[src/rtl/adc_sar_seq.sv]
module adc_sar_seq #(
  parameter int RES_W = 10,
  parameter int DIV_A = 2,
  parameter int DIV_B = 8,
  parameter int DIV_C = 32
) (
  input  logic             clk,
  input  logic             rst_n,
  input  logic [2:0]       addr_i,
  input  logic             wr_en_i,
  input  logic [7:0]       wdata_i,
  output logic [7:0]       rdata_o,
  input  logic             sleep_i,
  input  logic             rc_tick_i,
  input  logic             comp_i,
  output logic [RES_W-1:0] trial_o,
  output logic [3:0]       chan_o,
  output logic             adc_on_o,
  output logic             irq_o,
  output logic             wake_o
);
  localparam int IW   = $clog2(RES_W);
  localparam int CW   = $clog2(DIV_C) + 1;
  localparam int PADW = 16 - RES_W;
  localparam logic [1:0] IDLE = 2'd0, HOLD = 2'd1, CONV = 2'd2;

  logic [1:0]       clk_sel, st;
  logic [3:0]       chan;
  logic             en, go, pwr_off, flag, ie;
  logic [RES_W-1:0] sar, res, sar_dec, sar_step;
  logic [IW-1:0]    idx;
  logic [CW-1:0]    cnt, div_top;
  logic [15:0]      res16;

  wire ctrl_wr   = wr_en_i && addr_i == 3'd0;
  wire flag_wr   = wr_en_i && addr_i == 3'd3;
  wire ie_wr     = wr_en_i && addr_i == 3'd4;
  wire rc_sel    = clk_sel == 2'b11;
  wire busy      = st != IDLE;
  wire sleep_kill = sleep_i && !rc_sel;
  wire start     = ctrl_wr && wdata_i[2] && wdata_i[0] && !busy;
  wire last      = idx == '0;

  always_comb begin
    case (clk_sel)
      2'b00:   div_top = CW'(DIV_A - 1);
      2'b01:   div_top = CW'(DIV_B - 1);
      default: div_top = CW'(DIV_C - 1);
    endcase
  end

  wire tick   = st == CONV && (rc_sel ? rc_tick_i : cnt == div_top);
  wire finish = tick && last && !sleep_kill;

  always_comb begin
    sar_dec = sar;
    if (!comp_i) sar_dec[idx] = 1'b0;
    sar_step = last ? sar_dec : (sar_dec | (RES_W'(1) << (idx - IW'(1))));
  end

  always_ff @(posedge clk) begin
    if (!rst_n) begin
      clk_sel <= '0; chan <= '0; en <= 1'b0; go <= 1'b0;
      pwr_off <= 1'b0; flag <= 1'b0; ie <= 1'b0; st <= IDLE;
      sar <= '0; res <= '0; idx <= '0; cnt <= '0;
    end else begin
      if (st == HOLD) st <= CONV;
      if (st == CONV) cnt <= (cnt == div_top) ? '0 : cnt + CW'(1);
      if (ctrl_wr) begin
        clk_sel <= wdata_i[7:6];
        chan    <= {wdata_i[1], wdata_i[5:3]};
        en      <= wdata_i[0];
        if (!wdata_i[2] || !wdata_i[0]) begin
          go <= 1'b0;
          st <= IDLE;
        end
      end
      if (flag_wr) flag <= wdata_i[0];
      if (ie_wr)   ie   <= wdata_i[0];
      if (tick) begin
        sar <= sar_step;
        idx <= idx - IW'(1);
      end
      if (finish) begin
        res  <= sar_dec;
        go   <= 1'b0;
        st   <= IDLE;
        flag <= 1'b1;
        if (sleep_i && !ie) pwr_off <= 1'b1;
      end
      if (sleep_kill) begin
        pwr_off <= 1'b1;
        if (busy) begin
          go <= 1'b0;
          st <= IDLE;
        end
      end
      if (start) begin
        go      <= 1'b1;
        pwr_off <= 1'b0;
        st      <= (wdata_i[7:6] == 2'b11) ? HOLD : CONV;
        sar     <= RES_W'(1) << (RES_W - 1);
        idx     <= IW'(RES_W - 1);
        cnt     <= '0;
      end
    end
  end

  assign res16 = {res, {PADW{1'b0}}};

  always_comb begin
    case (addr_i)
      3'd0:    rdata_o = {clk_sel, chan[2:0], go, chan[3], en};
      3'd1:    rdata_o = res16[15:8];
      3'd2:    rdata_o = res16[7:0];
      3'd3:    rdata_o = {7'b0, flag};
      3'd4:    rdata_o = {7'b0, ie};
      default: rdata_o = 8'h00;
    endcase
  end

  assign trial_o  = sar;
  assign chan_o   = chan;
  assign adc_on_o = en && !pwr_off;
  assign irq_o    = flag && ie;
  assign wake_o   = sleep_i && flag && ie;

  a_r3_go_needs_en: assert property (@(posedge clk) disable iff (!rst_n)
    go |-> en);
  a_r4_rc_hold_one: assert property (@(posedge clk) disable iff (!rst_n)
    (st == HOLD && !ctrl_wr && !sleep_kill) |=> st == CONV);
  a_r5_done_flags: assert property (@(posedge clk) disable iff (!rst_n)
    (finish && !ctrl_wr) |=> (!go && flag));
  a_r7_sleep_off: assert property (@(posedge clk) disable iff (!rst_n)
    (finish && sleep_i && !ie && !ctrl_wr) |=> (!adc_on_o && en));
  a_r8_sleep_abort: assert property (@(posedge clk) disable iff (!rst_n)
    (busy && sleep_kill && !ctrl_wr) |=> (!busy && !go && !adc_on_o && en == $past(en)));
  a_r9_no_self_start: assert property (@(posedge clk) disable iff (!rst_n)
    (!go && !ctrl_wr) |=> !go);
endmodule

[config.mk]
export PLATFORM = sky130hd
export DESIGN_NAME = adc_sar_seq
export DESIGN_NICKNAME = d
export VERILOG_FILES = /design/src/rtl/adc_sar_seq.sv
export SDC_FILE = /design/constraint.sdc
export NUM_CORES = 1
export LEC_CHECK = 0
export BUFFER_PORTS_ARGS = -buffer_cell sky130_fd_sc_hd__buf_2
export CORE_AREA = 2 2 66 68
export DETAILED_ROUTE_END_ITERATION = 8
export DIE_AREA = 0 0 68 70
export PLACE_DENSITY = 0.79
export SETUP_SLACK_MARGIN = 0.1
export SLEW_MARGIN = 0
export SYNTH_ARGS = -nofsm -noshare
export SYNTH_HDL_FRONTEND = slang
export SYNTH_SLANG_ARGS = --single-unit
[constraint.sdc]
create_clock -name clk -period 5.65 [get_ports clk]
set_input_delay 1.13 -clock clk [delete_from_list [all_inputs] [get_ports clk]]
set_output_delay 1.13 -clock clk [all_outputs]
set_load 0.005 [all_outputs]
==> reports/metrics.yaml <==
synthesis:
  synth_edf_count: 0
  synth.area.mux_share: 0.0943
  yosys.area_share.simple: 0.271
  synth_top_area_cell: "dfxtp_1"
  synth-compound-area-share: 0.157
  ys_ff_latch: 43
  synthXorXnorAreaFrac: 0.0225
  yosysWarnings: 0
  netlist_top_cells_area: "dfxtp_1 (37%), nand2_1 (10%), mux2i_1 (9.4%)"
  synth_top_family_by_area: "simple AND/OR/NAND/NOR gates"
  yosysUniqueCellTypes: 42
  synth-main-ff-cell: "dfxtp_1"
  ys_seq_area_frac: 0.369
  synthArstFlopShare: 0
  postSynthAreaPerCell_um2: 7.89
  syn-instance-count: 296
  synth_top_cell_area_share: 0.369
  synth-adder-area-share: 0.0428
  netlist_area_um2: 2340
  synth_nets: 321
finish:
  insertedDiodeCount: 0
  final_area_um2: 2610
  final_net_count: 355
  stdcell_count: 383
  layout-drive-gt1-share: 0.160
  syn_to_final_growth_pct: 11.8
placement:
  io_buffer_count: 41
  hpwl_mm: 4.08
  dpl-instance-area_um2: 2530
  finalWeightedCongestion: 0.855
  dp_cells: 375
critical_path:
  cp-startpoint: "addr_i[0]"
  reg2reg_from: "clk_sel[0]$_SDFFE_PN0P_"
  reg2regPathDepth: 5
  crit_end: "rdata_o[0]"
  endpoint_kind: "output pin"
  arrival_ns: 2.01
  r2r-end: "res[2]$_SDFFE_PN0P_"
  ff2ff_setup_slack_ns: 3.30
  cp-start-kind: "primary input"
  path_max_fanout: 14
  critPathRequiredTime_ns: 4.52
  path_class: "in2out"
cts:
  cts_sinks: 43
  htreeDepth: 2
  cts_root_buffer: "clkbuf_8"
  insertion_delay_ns: 0.30
  cts_made_buffers: 5
  path_clk_slew_ns: 0.07
  tritoncts: "built"
  cts_buffer_depth: 2
  ctsResizeCount: 0
  cts_setup_buffers: 0
  hold_buffers: 0
drt:
  drt_iter0_drc: 138
  drc_errors: 0
  drt-total-wl_mm: 5.71
  vias: 2241
  ant_nets: 0
  routedWlPerCell_um: 14.9
  drt_pass1_iterations: 5
  vias_per_cell: 5.85
timing:
  hold_viol: 0
  finalSetupTns_ns: 0
  worst_pin_slew_ns: 0.953
  fmax_mhz: 319
  setup_violations: 0
  min_period_ns: 3.14
  slew_headroom: 0.362
  drv_slew: 0
  grt_setup_unrepaired: "false"
  finClkSkew_ns: 0.00789
  whs_ns: 0.468
  min_period_over_period: 0.556
power:
  finalPower_mw: 0.532
  p_leak_nw: 1.13
  pwr_density_cell_nw_per_um2: 204
  ir_drop_mv: 0.135
status:
  status: "finished clean"
global_route:
  grt_use_total: 0.254
  antenna_found_initial: 0
  grt_overflow_total: 0
  grt_start_max_net_pins: 25
  grt_pass1_vias: 2050
  grt_pass1_wl_mm: 9.38
floorplan:
  dieArea_um2: 4760
  core_area_um2: 4140
  rows: 24
  start_util: 0.564
  die_x_um: 68
  die_y_um: 70
  ioPinCount: 42
hold_path:
  holdCritStartpoint: "res[4]$_SDFFE_PN0P_"
  worstHoldPathCells: 2
  hold_path.class: "reg2reg"
job:
  max_cap_viol_count: 0
cell type report:
| class | instances | area [µm²] |
|---|---|---|
| sequential | 43 | 861 |
| fill | 393 | 1530 |
| inverter | 5 | 18.8 |
| tap | 52 | 65.1 |
| clock inverter | 1 | 5.00 |
| clock buffer | 7 | 76.3 |
| multi-input combinational | 233 | 1370 |
| timing repair buffer | 42 | 213 |
through the flow:
| step | utilization | setup slack (ns) |
|---|---|---|
| after floorplan | - | 2.58 |
| after global placement | 0.611 | 2.52 |
| after detailed placement | 0.611 | 2.51 |
| after CTS | 0.630 | 2.51 |
| after global routing | 0.630 | 2.39 |
| final | 0.630 | 2.51 |
per-layer routing:
metal / GRT usage / share of wire / vias to the layer above
met5: 0 / 0 / -
met4: 0.107 / 0.016 / 0
met3: 0.0499 / 0.069 / 10
met2: 0.401 / 0.47 / 95
met1: 0.333 / 0.45 / 1027
li1: - / - / 1109
critical path, cell delays in order:
cell,delay (ns)
buf_2,0.28
mux2i_1,0.22
nor2_1,0.05
a31oi_1,0.12
o21ai_0,0.08
buf_2,0.13
cells by family (layout without fill, tap and decap cells):
logic type	count (synthesis)	in the layout
xor gates and xnor gates	6	6
muxes	22	22
AOI/OAI and AO/OA	60	60
buffers and inverters	20	55
adders and majority gates	8	8
DFF	43	43
and+or+nand+nor	137	137
synthesized netlist by cell type, types with 2 or more instances:
cell and number:
buf_2 4, a211oi_1 2, nor2_1 29, a21oi_1 27, xnor2_1 4, mux2i_1 22, o22ai_1 9, o21ai_0 8
nor2b_1 3, and3_1 2, ha_1 8, o31a_1 2, nand3_1 16, nand2_1 63, buf_6 3, a31oi_1 2
nor3_1 6, inv_1 5, and2_1 3, nand4_1 3, xor2_1 2, dfxtp_1 43, o31ai_1 2, clkbuf_1 7
or3_1 3, nand3b_1 2
flip-flops by register name, indices dropped and copies added (netlist names), 2 cells and up:
register	flops
st	2
idx	4
chan_o	4
clk_sel	2
cnt	6
res	10
trial_o	10
where the power goes:
group          internal (mW)  switching (mW)  total [mW]
clock                 0.0868           0.101       0.188
combinational         0.0126          0.0237      0.0363
sequential             0.305         0.00280       0.308
worst min path at each step:
stage | end | slack (ns)
floorplan | res[8]$_SDFFE_PN0P_ | 0.43
global placement | res[4]$_SDFFE_PN0P_ | 0.45
detailed placement | res[3]$_SDFFE_PN0P_ | 0.46
CTS | res[4]$_SDFFE_PN0P_ | 0.47
global route | en$_SDFFE_PN0P_ | 0.50
finish | res[4]$_SDFFE_PN0P_ | 0.47
placed cells by master, fill, tap and decap left out, drive strengths merged, types with 4 or more instances in the layout:
master | synthesis | routed
nand2 | 63 | 63
dfxtp | 43 | 43
buf | 8 | 42
nor2 | 30 | 30
a21oi | 27 | 27
mux2i | 22 | 22
nand3 | 16 | 16
o22ai | 9 | 9
o21ai | 8 | 8
ha | 8 | 8
clkbuf | 7 | 7
nor3 | 6 | 6
inv | 5 | 5
xnor2 | 4 | 4
Power figures use the tool's default switching activity.
